===== src/rtl/spr_pkg.sv =====
package spr_pkg;
    localparam int PKT_W = 224;
    localparam int CMD_W = 6;
    localparam int PAY_W = PKT_W - CMD_W;
    localparam logic [CMD_W-1:0] CMD_WRITE = 6'b100101;
    localparam int FLD_EXT   = 216;
    localparam int FLD_RPT   = 214;
    localparam int FLD_BLANK = 213;

    typedef struct packed {
        logic ext_clk;
        logic repeat_en;
        logic blank;
    } ctrl_t;

    function automatic ctrl_t decode_ctrl(input logic [PAY_W-1:0] p);
        ctrl_t c;
        c.ext_clk   = p[FLD_EXT];
        c.repeat_en = p[FLD_RPT];
        c.blank     = p[FLD_BLANK];
        return c;
    endfunction

    function automatic logic [PAY_W-1:0] reset_latch();
        logic [PAY_W-1:0] v;
        v = '0;
        v[FLD_BLANK] = 1'b1;
        return v;
    endfunction
endpackage


===== src/rtl/spr_sync_edge.sv =====
module spr_sync_edge #(
    parameter int STAGES = 2,
    parameter int W      = 2
) (
    input  logic         clk,
    input  logic         rst,
    input  logic [W-1:0] async_i,
    output logic [W-1:0] sync_o,
    output logic         rise_o
);
    logic [W-1:0] stg_q [STAGES];
    logic         prev_q;

    generate
        for (genvar s = 0; s < STAGES; s++) begin : g_stage
            if (s == 0) begin : g_first
                always_ff @(posedge clk) begin
                    if (rst) stg_q[s] <= '0;
                    else     stg_q[s] <= async_i;
                end
            end else begin : g_next
                always_ff @(posedge clk) begin
                    if (rst) stg_q[s] <= '0;
                    else     stg_q[s] <= stg_q[s-1];
                end
            end
        end
    endgenerate

    assign sync_o = stg_q[STAGES-1];

    always_ff @(posedge clk) begin
        if (rst) prev_q <= 1'b0;
        else     prev_q <= sync_o[0];
    end

    assign rise_o = sync_o[0] & ~prev_q;

    assert_edge_once_R1: assert property (@(posedge clk) disable iff (rst)
        rise_o |=> !rise_o);
endmodule


===== src/rtl/spr_shift.sv =====
module spr_shift #(
    parameter int W = 224
) (
    input  logic         clk,
    input  logic         rst,
    input  logic         shift_i,
    input  logic         din_i,
    output logic [W-1:0] data_o,
    output logic         sdo_o
);
    logic [W-1:0] sr_q;

    always_ff @(posedge clk) begin
        if (rst)          sr_q <= '0;
        else if (shift_i) sr_q <= {sr_q[W-2:0], din_i};
    end

    assign data_o = sr_q;
    assign sdo_o  = sr_q[W-1];

    assert_hold_R1: assert property (@(posedge clk) disable iff (rst)
        !shift_i |=> $stable(sr_q));
endmodule


===== src/rtl/spr_idle_timer.sv =====
module spr_idle_timer #(
    parameter int CNT_W = 24
) (
    input  logic clk,
    input  logic rst,
    input  logic rise_i,
    output logic fire_o
);
    localparam int TW = CNT_W + 3;

    logic [TW-1:0]    idle_q;
    logic [CNT_W-1:0] per_q;
    logic [1:0]       seen_q;
    logic             armed_q;
    logic             fire_q;
    logic [TW-1:0]    thresh_m1;
    logic [TW:0]      idle_inc;
    logic             hit;

    assign idle_inc  = {1'b0, idle_q} + 1'b1;
    assign thresh_m1 = {per_q, 3'b000} - TW'(1);
    assign hit       = armed_q && (seen_q == 2'd2) && !rise_i && (idle_q >= thresh_m1);

    always_ff @(posedge clk) begin
        if (rst) begin
            idle_q  <= '0;
            per_q   <= '0;
            seen_q  <= '0;
            armed_q <= 1'b0;
            fire_q  <= 1'b0;
        end else begin
            fire_q <= hit;
            if (rise_i) begin
                idle_q  <= '0;
                armed_q <= 1'b1;
                if (seen_q != 2'd2) seen_q <= seen_q + 1'b1;
                if (idle_inc[TW:CNT_W] != '0) per_q <= '1;
                else                         per_q <= idle_inc[CNT_W-1:0];
            end else begin
                if (!idle_inc[TW]) idle_q <= idle_inc[TW-1:0];
                if (hit) armed_q <= 1'b0;
            end
        end
    end

    assign fire_o = fire_q;

    assert_no_wrap_R11: assert property (@(posedge clk) disable iff (rst)
        !rise_i |=> (idle_q >= $past(idle_q)));
    assert_single_fire_R9: assert property (@(posedge clk) disable iff (rst)
        fire_q |=> !fire_q);
endmodule


===== src/rtl/serial_packet_latch.sv =====
module serial_packet_latch
    import spr_pkg::*;
#(
    parameter int CNT_W       = 24,
    parameter int SYNC_STAGES = 2
) (
    input  logic             clk,
    input  logic             rst,
    input  logic             sck_i,
    input  logic             sdi_i,
    output logic             sdo_o,
    output logic             latch_valid_o,
    output logic [PAY_W-1:0] latch_data_o,
    output logic             ext_clk_sel_o,
    output logic             repeat_en_o,
    output logic             blank_o
);
    logic [1:0]       sync_w;
    logic             sck_rise;
    logic [PKT_W-1:0] sr_w;
    logic             fire_w;
    logic             cmd_ok;
    logic [PAY_W-1:0] latch_q;
    logic             valid_q;
    ctrl_t            ctrl;

    spr_sync_edge #(.STAGES(SYNC_STAGES), .W(2)) u_sync (
        .clk(clk), .rst(rst), .async_i({sdi_i, sck_i}),
        .sync_o(sync_w), .rise_o(sck_rise)
    );

    spr_shift #(.W(PKT_W)) u_shift (
        .clk(clk), .rst(rst), .shift_i(sck_rise), .din_i(sync_w[1]),
        .data_o(sr_w), .sdo_o(sdo_o)
    );

    spr_idle_timer #(.CNT_W(CNT_W)) u_timer (
        .clk(clk), .rst(rst), .rise_i(sck_rise), .fire_o(fire_w)
    );

    assign cmd_ok = (sr_w[PKT_W-1 -: CMD_W] == CMD_WRITE);

    always_ff @(posedge clk) begin
        if (rst) begin
            latch_q <= reset_latch();
            valid_q <= 1'b0;
        end else begin
            valid_q <= 1'b0;
            if (fire_w && cmd_ok) begin
                latch_q <= sr_w[PAY_W-1:0];
                valid_q <= 1'b1;
            end
        end
    end

    assign ctrl          = decode_ctrl(latch_q);
    assign latch_valid_o = valid_q;
    assign latch_data_o  = latch_q;
    assign ext_clk_sel_o = ctrl.ext_clk;
    assign repeat_en_o   = ctrl.repeat_en;
    assign blank_o       = ctrl.blank;

    assert_latch_hold_R6: assert property (@(posedge clk) disable iff (rst)
        !valid_q |-> $stable(latch_q));
    assert_strobe_once_R6: assert property (@(posedge clk) disable iff (rst)
        valid_q |=> !valid_q);
    assert_gate_pulse_R5: assert property (@(posedge clk) disable iff (rst)
        valid_q |-> $past(fire_w));
endmodule


===== config.mk =====
export PLATFORM = sky130hd
export DESIGN_NAME = serial_packet_latch
export DESIGN_NICKNAME = d
export VERILOG_FILES = /design/src/rtl/spr_pkg.sv /design/src/rtl/spr_sync_edge.sv /design/src/rtl/spr_shift.sv /design/src/rtl/spr_idle_timer.sv /design/src/rtl/serial_packet_latch.sv
export SDC_FILE = /design/constraint.sdc
export NUM_CORES = 1
export LEC_CHECK = 0
export BUFFER_PORTS_ARGS = -buffer_cell sky130_fd_sc_hd__buf_2
export CAP_MARGIN = 20
export CORE_MARGIN = 3
export CORE_UTILIZATION = 55
export CTS_BUF_LIST = sky130_fd_sc_hd__clkbuf_8 sky130_fd_sc_hd__clkbuf_16
export CTS_CLUSTER_DIAMETER = 150
export CTS_CLUSTER_SIZE = 20
export DETAILED_ROUTE_END_ITERATION = 6
export HOLD_SLACK_MARGIN = 0.05
export PLACE_DENSITY = 0.86
export SYNTH_ARGS = -nofsm -noshare
export SYNTH_HDL_FRONTEND = slang
export SYNTH_SLANG_ARGS = --single-unit

===== constraint.sdc =====
create_clock -name clk -period 4.06 [get_ports clk]
set_input_delay 0.812 -clock clk [delete_from_list [all_inputs] [get_ports clk]]
set_output_delay 0.812 -clock clk [all_outputs]
set_load 0.02 [all_outputs]

* Word-level counts from Yosys, hierarchy flattened *
Memory sizes are Yosys's and may differ from the RTL's.
Index checks and enable logic that the tools add are counted.

word-level totals
  word-level logic and storage cells = 39
  memory bits (writable) = 4
  bits of input ports = 4
  register bits = 499
  memories = 1
  output and inout bits = 223

memory list
  memory        words  width  read ports  clocked after memory_dff  write ports  RTL line             RTL
  u_sync.stg_q  2      2      2           0                         2            spr_sync_edge.sv:11  logic [W-1:0] stg_q [STAGES];

cells by class
  $add $sub $neg = 3
  $lt $le $gt $ge = 1
  eq/ne operators = 3
  mux-type cells = 9
  reductions and logical operators = 9
  bitwise operators = 4

operators with widths
  cell                     number
  $add A27 B1 Y28 const B  1
  $ge A27 B27 Y1           1
  $sub A27 B1 Y27 const B  1
  $mux W24                 1
  $eq A6 B6 Y1 const B     1
  $mux W1                  6
  $logic_and A1 B1 Y1      4
  $mux W2                  2
  $reduce_bool A4 Y1       1
  $add A2 B1 Y2 const B    1
  $eq A2 B2 Y1 const B     1
  $ne A2 B2 Y1 const B     1
  $or A1 B1 Y1             2
  $reduce_and A2 Y1        1
  $reduce_bool A2 Y1       1
  $reduce_or A2 Y1         1
  $and A1 B1 Y1            1
  $logic_not A1 Y1         1
  $not A1 Y1               1

* Longest topological paths before layout *
Gate-level depths: netlist of the first run.

  depth after elaboration = 7
  gate-level depth with buffers = 12

* By module *
Synthesis of the first run repeated with hierarchy kept, for this count alone.

unflattened totals
  cells, all modules = 2042
  area, all modules = 21282.9 µm²

by module, submodules not included
  module               instances  area each (µm²)  cells each
  serial_packet_latch  1          10018.4          951
  spr_shift            1          7950.1           723
  spr_idle_timer       1          3176.8           357
  spr_sync_edge        1          137.6            11

* Worst setup path after synthesis of the first run *
OpenSTA, ideal clock, no wires.

  kind = register to register
  start point = register u_timer.per_q[6]
  end point = register u_timer.armed_q
  slack = 1.054 ns
  setup time = 0.074 ns
  arrival time = 2.932 ns
  cell stages (with the launch flop) = 12
  cells stage by stage = dfxtp_1 or4_1 nor3_2 nand2_1 nor4_1 xnor2_1 ha_1 nand4_1 nor3_1 a2111o_1 a2111o_1 o21ai_0

between the ends
  longest elaborated chain between the ends = 4

RTL lines
  element                              RTL line              RTL
  start: declaration                   spr_idle_timer.sv:12  logic [CNT_W-1:0] per_q;
  start signal: assignment             spr_idle_timer.sv:38  else per_q <= idle_inc[CNT_W-1:0];
  $sub A27 B1 Y27                      spr_idle_timer.sv:21  assign thresh_m1 = {per_q, 3'b000} - TW'(1);
  $ge A27 B27 Y1                       spr_idle_timer.sv:22  assign hit = armed_q && (seen_q == 2'd2) && !rise_i && (idle_q >= thresh_m1);
  $logic_and A1 B1 Y1                  spr_idle_timer.sv:22
  $reduce_bool A2 Y1 (no source line)  n/a
  end signal: assignment               spr_idle_timer.sv:29  armed_q <= 1'b0;
  end signal: assignment               spr_idle_timer.sv:35  armed_q <= 1'b1;
  end signal: assignment               spr_idle_timer.sv:41  if (hit) armed_q <= 1'b0;
  end: declaration                     spr_idle_timer.sv:14  logic armed_q;

Every way passes these cells.
A chain may end at the register's enable or synchronous reset.

* Worst setup path in the final report of the first run *
Same ends and word-level chain as after synthesis.

==> impl_metrics.csv, run 1 <==
group,metric,value,unit
logic_synthesis,number_of_enable_flip_flop_cells_after_synthesis,0,
timing,timing.final.hold_violations,0,
power,cellLeakagePower,7.30,nW
logic_synthesis,synth_top_flop_cell,"sky130_fd_sc_hd__dfxtp_1",
setup_path,regToRegSetupSlack,730,ps
clocking,clock_sink_count,503,
setup_path,worstPathMaxFanout,6,
logic_synthesis,ys_warn_count,0,
placed_design,numPortBuffers,226,
clocking,postCtsSetupBuffers,0,
timing,setup_violations,0,
global_route,grt_start_max_net_pins,249,
clocking,cts_resized,0,
drt,drt_pre_antenna_iters,5,
floorplan,row_count,66,
timing,period_needed,3330,ps
floorplan,die-height,190,um
timing,max_transition_margin,0.110,
layout,layout.filler_cells,2845,
placed_design,dpl-instance-area,19700,sq um
drt,post-route-drc-count,0,
global_route,grt_pass1_wl,67300,um
clocking,worst_skew_pair.late_latency,580,ps
hold_path,holdCritStartpoint,"u_sync.stg_q[1][1]",
logic_synthesis,ys_seq_elements,503,
timing,timing_max_transition_violations_final,0,
clocking,tritoncts,"built",
floorplan,pin_count,227,
floorplan,initial_utilization,0.565,
setup_path,reg2reg_depth,11,
layout,nets,2445,
logic_synthesis,synth.avg_cell_area,8.05,sq um
timing,worst-slew-pin-transition,1340,ps
setup_path,worst_setup_path_startpoint,"u_timer.per_q[6]",
timing,grt_setup_unrepaired,"false",
placed_design,gp_routability_congestion,0.815,
flow_run,timing.max_cap.violations,0,
hold_path,worst_hold_path_type,"register to register",
clocking,tritoncts.num_buffers,29,
setup_path,critical_path.startpoint_type,"register",
floorplan,floorplan.core_area,32900,sq um
layout,final_layout_size_suffix_gt1_frac,0.128,
floorplan,die-width,190,um
outcome,outcome,"completed",
setup_path,cp_data_required_time,4550,ps
layout,final_design_area_no_fill,20500,sq um
setup_path,timing.critical_path.arrival,3820,ps
power,power.density_cell_area,396,nW/um^2
global_route,overflow_left_after_global_routing,0,
timing,max_clock_freq,300,MHz
global_route,grt_util_all_layers,0.217,
logic_synthesis,syn-num-nets,2338,
setup_path,criticalPathCategory,"register to register",
logic_synthesis,synth.cell_area,18600,sq um
clocking,htree_levels,1,
drt,drt_iter0_markers,1157,
drt,wl,41000,um
power,max-vdd-ir-drop,0.000435,V
floorplan,design.die.area,36000,sq um
timing,finalSetupTns,0,ps
global_route,via_count_of_the_first_global_routing_pass,14000,
drt,via_density,5.42,
clocking,clkSlewWorstSetupHoldPaths,80,ps
logic_synthesis,synth_cell_type_count,49,
placed_design,dpl.hpwl,25800,um
clocking,cts_hold_repair.buffers,0,
setup_path,r2r-start,"u_timer.per_q[6]",
drt,drt-wirelength-per-cell,14.4,um
timing,finClkSkew,26.8,ps
logic_synthesis,share_of_the_yosys_chip_area_belonging_to_registers,0.542,
layout,syn_to_final_growth,10.5,%
setup_path,crit_path_end_kind,"register",
drt,drtAntennaViolNets,0,
global_route,grt_antenna_before_repair,0,
timing,post-route-period-util,0.821,
drt,detailroute.via_count,15500,
logic_synthesis,synth_async_sr_flop_share,0,
hold_path,hold_path_depth,2,
logic_synthesis,postSynthCellCount,2307,
layout,number_of_diodes_added_for_antenna_fixing,0,
clocking,cts_root_buf,"sky130_fd_sc_hd__clkbuf_16",
clocking,ctsLongestPathBuffers,3,
critical path: stages (launching register included):
cell and delay (ps):
sky130_fd_sc_hd__dfxtp_1 370, sky130_fd_sc_hd__or4_1 590, sky130_fd_sc_hd__nor3_2 230, sky130_fd_sc_hd__nand2_1 160
sky130_fd_sc_hd__nor4_1 270, sky130_fd_sc_hd__xnor2_1 160, sky130_fd_sc_hd__ha_1 270, sky130_fd_sc_hd__nand4_1 130
sky130_fd_sc_hd__nor3_1 90, sky130_fd_sc_hd__a2111o_1 430, sky130_fd_sc_hd__a2111o_1 410, sky130_fd_sc_hd__o21ai_0 130
cell usage after synthesis, types with 5 or more instances:
master / count / area share
sky130_fd_sc_hd__nor4_1: 9 / 0.0030
sky130_fd_sc_hd__xnor2_1: 37 / 0.017
sky130_fd_sc_hd__nor2_1: 47 / 0.0095
sky130_fd_sc_hd__xor2_1: 9 / 0.0042
sky130_fd_sc_hd__ha_1: 27 / 0.018
sky130_fd_sc_hd__dfxtp_1: 503 / 0.54
sky130_fd_sc_hd__nand3_1: 11 / 0.0030
sky130_fd_sc_hd__or4_1: 6 / 0.0024
sky130_fd_sc_hd__a311oi_2: 20 / 0.016
sky130_fd_sc_hd__buf_2: 11 / 0.0030
sky130_fd_sc_hd__inv_1: 11 / 0.0022
sky130_fd_sc_hd__nand2_1: 904 / 0.18
sky130_fd_sc_hd__nor2b_1: 6 / 0.0020
sky130_fd_sc_hd__clkbuf_1: 146 / 0.030
sky130_fd_sc_hd__a21oi_1: 471 / 0.13
sky130_fd_sc_hd__o21ai_0: 5 / 0.0013
sky130_fd_sc_hd__nor3_1: 16 / 0.0043
sky130_fd_sc_hd__nand4_1: 11 / 0.0037
path summary, 6_finish.rpt:
check	to
hold reg to reg	u_shift.data_o[0]
setup reg to reg	u_timer.armed_q
hold / removal	u_shift.data_o[0]
setup / recovery	u_timer.armed_q
layout by cell type (no fill, tap or decap), drive strengths merged, types with 6 or more instances in the layout:
cell type	count
a21oi	471
a311oi	24
and4	6
buf	243
clkbuf	29
dfxtp	503
ha	27
inv	13
nand2	904
nand3	11
nand4	13
nor2	47
nor2b	6
nor3	18
nor4	10
or4	7
xnor2	37
xor2	9
per-stage QoR:
| step | power, mW | cells | util | setup slack [ps] | hold slack (ps) |
|---|---|---|---|---|---|
| final | 8.12 | 2857 | 0.624 | 725 | 438 |
| after global routing | 8.44 | 2857 | 0.624 | 534 | 433 |
| after CTS | 8.22 | 2856 | 0.624 | 737 | 425 |
| after detailed placement | 5.45 | 2824 | 0.600 | 781 | 429 |
| after global placement | 5.44 | 2824 | 0.600 | 800 | 423 |
| after floorplan | 5.38 | 2307 | - | 1050 | 414 |
cell families after synthesis:
kind of cell / after synthesis / share of synthesized area
xor+xnor: 46 / 0.0217
simple gates: 1034 / 0.222
buf+inv: 179 / 0.0405
flops: 503 / 0.542
fa+ha+maj: 27 / 0.0182
mux: 1 / 0.000539
compound gates: 517 / 0.154
registers in the layout (all words and copies together), names as in the netlist:
register and cells:
u_timer.idle_q 27, u_sync.prev_q 1, u_timer.armed_q 1, u_shift.data_o 224
latch_data_o 218, u_sync.stg_q 4, u_timer.per_q 24, u_timer.fire_o 1
u_timer.seen_q 2, latch_valid_o 1
final cells by class:
cell class	instances	area, sq um	share of cell area
Clock buffer	29	726	0.0354
Timing Repair Buffer	243	1310	0.0641
Inverter	12	45.0	0.00220
Multi-Input combinational cell	1625	7770	0.379
Clock inverter	3	33.8	0.00165
Sequential cell	503	10100	0.491
Tap cell	442	553	0.0270
power by group:
part | switching, mW | internal, mW
Clock | 1.51 | 1.28
Sequential | 0.0205 | 4.95
Combinational | 0.250 | 0.116
metal layers:
layer | track usage | up-vias | share of wire
li1 | - | 7733 | -
met1 | 0.293 | 7259 | 0.44
met2 | 0.359 | 417 | 0.47
met3 | 0.0311 | 79 | 0.055
met4 | 0.0717 | 0 | 0.032
met5 | 0 | - | 0
Note: power is estimated with default switching activity, not from simulation.
==> run 2, diff against run 1 <==
--- a/config.mk
+++ b/config.mk
@@ -8,13 +8,13 @@
 export BUFFER_PORTS_ARGS = -buffer_cell sky130_fd_sc_hd__buf_2
 export CAP_MARGIN = 20
 export CORE_MARGIN = 3
-export CORE_UTILIZATION = 55
+export CORE_UTILIZATION = 52
 export CTS_BUF_LIST = sky130_fd_sc_hd__clkbuf_8 sky130_fd_sc_hd__clkbuf_16
 export CTS_CLUSTER_DIAMETER = 150
 export CTS_CLUSTER_SIZE = 20
 export DETAILED_ROUTE_END_ITERATION = 6
 export HOLD_SLACK_MARGIN = 0.05
-export PLACE_DENSITY = 0.86
+export PLACE_DENSITY = 0.85
 export SYNTH_ARGS = -nofsm -noshare
 export SYNTH_HDL_FRONTEND = slang
 export SYNTH_SLANG_ARGS = --single-unit
==> constraint.sdc (replaced) <==
create_clock -name clk -period 2.75 [get_ports clk]
set_input_delay 0.55 -clock clk [delete_from_list [all_inputs] [get_ports clk]]
set_output_delay 0.55 -clock clk [all_outputs]
set_load 0.02 [all_outputs]
==> run 2 against run 1 <==
  * The flow now finishes with violations (setup timing)
  * Critical endpoint unchanged
  * Sequential share of layout area down 0.95 points
  * Critical path depth up 1
  * Routed wire length up 3.4%
  * Clock power up 50%
  * Global-route usage down 0.38 points
  * Non-clock buffer count up 31
  * Design area up 2.0%
  * Via count up 1.9%
==> impl_metrics.csv, run 2 (synthesis gave the netlist of run 1 again) <==
group,metric,value,unit
power,power.density_cell_area,581,nW/um^2
drt,detailroute.via_count,15800,
floorplan,die-width,195,um
floorplan,die-height,195,um
power,p_int,9.44,mW
timing,hold_slack,183,ps
timing,finClkSkew,15.9,ps
outcome,failed_checks,"setup timing",
global_route,overflow_left_after_global_routing,0,
layout,largest_register_ff_count,224,
timing,setup_violations,2,
global_route,grt_pass1_wl,70500,um
layout,mostFrequentLayoutCells,"sky130_fd_sc_hd__nand2_1 (902), sky130_fd_sc_hd__dfxtp_1 (501), sky130_fd_sc_hd__a21oi_1 (471), sky130_fd_sc_hd__buf_2 (225), sky130_fd_sc_hd__nor2_1 (45)",
setup_path,regToRegSetupSlack,-270,ps
drt,post-route-drc-count,0,
timing,max_clock_freq,332,MHz
clocking,clkSlewWorstSetupHoldPaths,80,ps
global_route,grt_start_max_net_pins,249,
timing,timing.final.hold_violations,0,
clocking,cts_root_buf,"sky130_fd_sc_hd__clkbuf_16",
setup_path,cp_data_required_time,3250,ps
hold_path,worst_hold_path_type,"primary input to register",
timing,setup_ws,-266,ps
setup_path,crit_path_end_kind,"register",
setup_path,critical_path.startpoint_type,"register",
layout,number_of_diodes_added_for_antenna_fixing,0,
layout,final_layout_size_suffix_gt1_frac,0.146,
power,power.share.clock,0.344,
drt,via_density,5.44,
layout,nets,2476,
clocking,htree_levels,1,
timing,max_transition_margin,0.0713,
global_route,grt_util_all_layers,0.213,
floorplan,floorplan.core_area,34900,sq um
timing,period_needed,3020,ps
clocking,ctsLongestPathBuffers,3,
placed_design,dpl-instance-area,20100,sq um
timing,finalSetupTns,-458,ps
layout,instances_no_fill,2900,
layout,most_frequent_standard_cell_in_the_layout_excluding_fill_and_tap_cells,"sky130_fd_sc_hd__nand2_1",
setup_path,worstPathMaxFanout,3,
setup_path,worst-path-buf-inv,1,
power,max-vdd-ir-drop,0.000541,V
setup_path,crit_path_top_delay_cell,"sky130_fd_sc_hd__a2111o_1",
layout,postLayoutCoreUtil,0.600,
placed_design,gp_routability_congestion,0.886,
timing,grt_setup_unrepaired,"true",
global_route,via_count_of_the_first_global_routing_pass,14400,
timing,post-route-period-util,1.10,
power,power.combinational.fraction,0.054,
setup_path,cp_slowest_stage_delay,430,ps
floorplan,row_count,68,
power,power.share.sequential,0.603,
drt,drt_pre_antenna_iters,5,
floorplan,design.die.area,38000,sq um
power,cellLeakagePower,7.50,nW
flow_run,timing.max_cap.violations,0,
clocking,tritoncts,"built",
drt,wl,42400,um
setup_path,timing.critical_path.arrival,3520,ps
global_route,grt_antenna_before_repair,0,
layout,syn_to_final_growth,12.7,%
layout,final_design_area_no_fill,20900,sq um
setup_path,cp_top_family,"simple AND/OR/NAND/NOR gates",
setup_path,cp_cell_sequence,"or3_4, buf_4, nor3b_4, nand2_1, nor3_2, xnor2_1, ha_1, nand4_1, nor3_2, a2111o_1, a2111o_1, o21ai_1",
placed_design,placed_cells,2867,
floorplan,initial_utilization,0.532,
floorplan,pin_count,227,
timing,worst-slew-pin-transition,1390,ps
timing,timing_max_transition_violations_final,0,
placed_design,numPortBuffers,226,
clocking,worst_skew_pair.late_latency,580,ps
clocking,clock_sink_count,503,
power,swShare,0.224,
outcome,outcome,"finished with violations",
drt,drt-wirelength-per-cell,14.6,um
clocking,tritoncts.num_buffers,29,
placed_design,dpl.hpwl,27400,um
layout,layout.filler_cells,3021,
drt,drt_iter0_markers,1101,
drt,drtAntennaViolNets,0,
power,power.switching,2.72,mW
setup_path,criticalPathCategory,"register to register",
run 2: cell count changes in the layout (fill, tap and decap cells not counted), moves of 2 or more:
| cell | delta |
|---|---|
| sky130_fd_sc_hd__nor2_1 | -2 |
| sky130_fd_sc_hd__dfxtp_2 | +2 |
| sky130_fd_sc_hd__nor2_2 | +2 |
| sky130_fd_sc_hd__buf_4 | +25 |
| sky130_fd_sc_hd__dfxtp_1 | -2 |
| sky130_fd_sc_hd__buf_12 | +7 |
| sky130_fd_sc_hd__nand2_1 | -2 |
| sky130_fd_sc_hd__nor3_2 | +3 |
| sky130_fd_sc_hd__nand2_2 | +2 |
| sky130_fd_sc_hd__nor3_1 | -4 |
run 2: worst reg2reg max path: cells and delay by family (launching register included):
| family | cells | cell delay [ps] |
|---|---|---|
| AOI/OAI and AO/OA | 3 | 920 |
| xor gates and xnor gates | 1 | 140 |
| adders and majority gates | 1 | 260 |
| buffers and inverters | 1 | 160 |
| DFF | 1 | 320 |
| and+or+nand+nor | 6 | 1160 |
run 2: path summary, 6_finish.rpt:
kind / startpoint / end / depth (start not counted)
worst min register to register: u_sync.stg_q[1][1] / u_shift.data_o[0] / 2
worst max-delay path: u_timer.per_q[2] / u_timer.armed_q / 12
worst min-delay path: sck_i / u_sync.stg_q[0][0] / 2
worst max register to register: u_timer.per_q[2] / u_timer.armed_q / 12
run 2: layout make-up:
| type | instances | area, sq um | share of cell area |
|---|---|---|---|
| Sequential cell | 503 | 10100 | 0.482 |
| Tap cell | 455 | 569 | 0.0272 |
| Clock buffer | 29 | 726 | 0.0347 |
| Multi-Input combinational cell | 1625 | 7850 | 0.375 |
| Timing Repair Buffer | 274 | 1630 | 0.0778 |
| Clock inverter | 2 | 28.8 | 0.00138 |
| Inverter | 12 | 45.0 | 0.00215 |
run 2: repair_timing:
item	CTS	global route
resized for setup	7	3
hold buffers	0	0
buffers inserted	2	0
pin swaps	8	0
setup endpoints to repair	2	2
run 2: layer usage:
layer	share of wire	wire, um	up-vias	global-route usage
met2	0.48	20500	428	0.364
met1	0.44	18600	7459	0.284
met4	0.026	1110	0	0.0607
met3	0.052	2200	81	0.0276
li1	-	-	7813	-
met5	0	0	-	0
run 2: metrics by stage:
stage	power (mW)	worst slack (ps)
after floorplan	7.96	-103
after global placement	8.10	-215
after detailed placement	8.12	-350
after CTS	12.3	-259
after global routing	12.6	-443
final	12.2	-266
run 2: power groups by stage:
stage	sequential (mW)	clock, mW	combinational [mW]
after global routing	7.33	4.53	0.723
after CTS	7.33	4.28	0.649
final	7.33	4.18	0.655
after global placement	7.50	0	0.600
after detailed placement	7.50	0	0.624
after floorplan	7.50	0	0.458
==> run 3, diff against run 2 <==
--- a/config.mk
+++ b/config.mk
@@ -7,14 +7,14 @@
 export LEC_CHECK = 0
 export BUFFER_PORTS_ARGS = -buffer_cell sky130_fd_sc_hd__buf_2
 export CAP_MARGIN = 20
-export CORE_MARGIN = 3
-export CORE_UTILIZATION = 52
+export CORE_MARGIN = 5
+export CORE_UTILIZATION = 48
 export CTS_BUF_LIST = sky130_fd_sc_hd__clkbuf_8 sky130_fd_sc_hd__clkbuf_16
 export CTS_CLUSTER_DIAMETER = 150
 export CTS_CLUSTER_SIZE = 20
 export DETAILED_ROUTE_END_ITERATION = 6
 export HOLD_SLACK_MARGIN = 0.05
-export PLACE_DENSITY = 0.85
+export PLACE_DENSITY = 0.81
 export SYNTH_ARGS = -nofsm -noshare
 export SYNTH_HDL_FRONTEND = slang
 export SYNTH_SLANG_ARGS = --single-unit
==> run 3 against run 2 <==
  * The run still ends with setup timing left
  * Critical path depth decreased by 1
  * Flip-flop and latch count unchanged
  * Clock power barely moved
  * Hold slack barely moved
  * Count of clock-buffer cells in the layout unchanged
  * Die area up 12%
  * Register-to-register slack gained 20 ps
  * Setup slack better by 24 ps
  * Cell count up 2.2%
  * Clock skew about the same
  * Core utilization shrank 5.3 points
  * Sequential share of layout area is 0.26 points lower
==> impl_metrics.csv, run 3 (synthesis gave the netlist of run 1 again) <==
group,metric,value,unit
outcome,outcome,"finished with violations",
outcome,failed_checks,"setup timing",
power,cellLeakagePower,7.52,nW
drt,drt-wirelength-per-cell,14.4,um
timing,max_clock_freq,334,MHz
timing,grt_setup_unrepaired,"true",
global_route,via_count_of_the_first_global_routing_pass,14200,
clocking,worst_skew_pair.late_latency,580,ps
timing,finClkSkew,15.5,ps
drt,wl,42700,um
floorplan,die-width,207,um
drt,met3_wirelength,2300,um
drt,detailroute.via_count,15600,
drt,met1Wirelength,19100,um
setup_path,timing.critical_path.arrival,3500,ps
global_route,overflow_left_after_global_routing,0,
layout,syn_to_final_growth,13.3,%
layout,layout.filler_cells,3546,
floorplan,floorplan.core_area,38500,sq um
global_route,grt_antenna_before_repair,0,
layout,postLayoutCoreUtil,0.547,
setup_path,worstPathMaxFanout,3,
placed_design,preCtsSetupSlack,-304,ps
layout,most_frequent_standard_cell_in_the_layout_excluding_fill_and_tap_cells,"sky130_fd_sc_hd__nand2_1",
flow_run,timing.max_cap.violations,0,
layout,nets,2477,
placed_design,gp_routability_congestion,0.850,
drt,top_layer_used,"met4",
setup_path,critical_path.startpoint_type,"register",
layout,number_of_diodes_added_for_antenna_fixing,0,
drt,drt_iter0_markers,1151,
timing,timing_max_transition_violations_final,0,
timing,hold_slack,183,ps
clocking,tritoncts.num_buffers,29,
clocking,clkSlewWorstSetupHoldPaths,90,ps
timing,setup_violations,2,
clocking,cts_root_buf,"sky130_fd_sc_hd__clkbuf_16",
floorplan,row_count,72,
clocking,htree_levels,1,
timing,setup_ws,-242,ps
drt,drtAntennaViolNets,0,
clocking,tritoncts,"built",
layout,mostFrequentLayoutCells,"sky130_fd_sc_hd__nand2_1 (902), sky130_fd_sc_hd__dfxtp_1 (501), sky130_fd_sc_hd__a21oi_1 (471), sky130_fd_sc_hd__buf_2 (225), sky130_fd_sc_hd__nor2_1 (47)",
floorplan,pin_count,227,
setup_path,cp_data_required_time,3260,ps
clocking,clock_sink_count,503,
layout,largest_register_ff_count,224,
clocking,ctsLongestPathBuffers,3,
setup_path,criticalPathCategory,"register to register",
floorplan,die-height,207,um
power,power.density_cell_area,579,nW/um^2
drt,met2_wirelength,20400,um
timing,post-route-period-util,1.09,
layout,final_design_area_no_fill,21000,sq um
drt,drt_pre_antenna_iters,5,
placed_design,numPortBuffers,226,
drt,via_density,5.25,
global_route,grt_util_all_layers,0.189,
timing,period_needed,2990,ps
global_route,grt_pass1_wl,69100,um
hold_path,worst_hold_path_type,"primary input to register",
placed_design,dpl.hpwl,27400,um
timing,timing.final.hold_violations,0,
placed_design,dpl-instance-area,20200,sq um
timing,worst-slew-pin-transition,1200,ps
floorplan,design.die.area,42700,sq um
power,max-vdd-ir-drop,0.000438,V
layout,final_layout_size_suffix_gt1_frac,0.146,
clocking,cts_hold_repair.buffers,0,
global_route,grt_start_max_net_pins,221,
drt,post-route-drc-count,0,
timing,max_transition_margin,0.197,
floorplan,initial_utilization,0.483,
setup_path,regToRegSetupSlack,-240,ps
setup_path,crit_path_end_kind,"register",
## run 3: area by class of cell
class / instances / area [sq um] / share of cell area
Inverter: 12 / 45.0 / 0.00214
Clock buffer: 29 / 726 / 0.0345
Clock inverter: 2 / 28.8 / 0.00137
Timing Repair Buffer: 275 / 1650 / 0.0785
Tap cell: 518 / 648 / 0.0308
Multi-Input combinational cell: 1625 / 7860 / 0.374
Sequential cell: 503 / 10100 / 0.479
## run 3: worst paths after layout
path                 startpoint            endpoint  cells past startpoint
min reg2reg  u_sync.stg_q[0][1]  u_sync.stg_q[1][1]                      1
max reg2reg    u_timer.per_q[2]     u_timer.armed_q                     11
max            u_timer.per_q[2]     u_timer.armed_q                     11
min                       sck_i  u_sync.stg_q[0][0]                      2
## run 3: worst max-delay path: stages, from the launching register on
cell and delay, ps:
sky130_fd_sc_hd__dfxtp_1 320, sky130_fd_sc_hd__or3_1 400, sky130_fd_sc_hd__buf_4 170, sky130_fd_sc_hd__or3b_2 500, sky130_fd_sc_hd__nor2_1 150, sky130_fd_sc_hd__xnor2_1 130
sky130_fd_sc_hd__ha_1 240, sky130_fd_sc_hd__nand2_1 100, sky130_fd_sc_hd__nor3_2 70, sky130_fd_sc_hd__a2111o_1 380, sky130_fd_sc_hd__a2111o_1 360, sky130_fd_sc_hd__o21ai_1 110
## run 3: metrics by stage
| stage | total power [mW] | std cells | setup TNS, ps |
|---|---|---|---|
| 6_report | 12.2 | 2964 | -408 |
| 5_1_grt | 12.7 | 2964 | -749 |
| 4_1_cts | 12.3 | 2963 | -422 |
| 3_5_place_dp | 8.13 | 2930 | -528 |
| 3_3_place_gp | 8.11 | 2930 | -443 |
| 2_1_floorplan | 7.96 | 2307 | -138 |
## run 3: where the power goes
group          switching, mW  internal, mW  total (mW)
clock network           2.29          1.89        4.18
logic                  0.416         0.255       0.671
registers             0.0237          7.30        7.33
## run 3: routing by layer
layer | up-vias | global-route usage
met5 | - | 0
met1 | 7317 | 0.260
met4 | 0 | 0.0399
met3 | 57 | 0.0287
li1 | 7820 | -
met2 | 364 | 0.316
## run 3: timing repair
item | 4_1_cts | 5_1_grt
buffers inserted | 2 | 1
setup endpoints to repair | 2 | 2
pin swaps | 4 | 1
resized for setup | 7 | 5
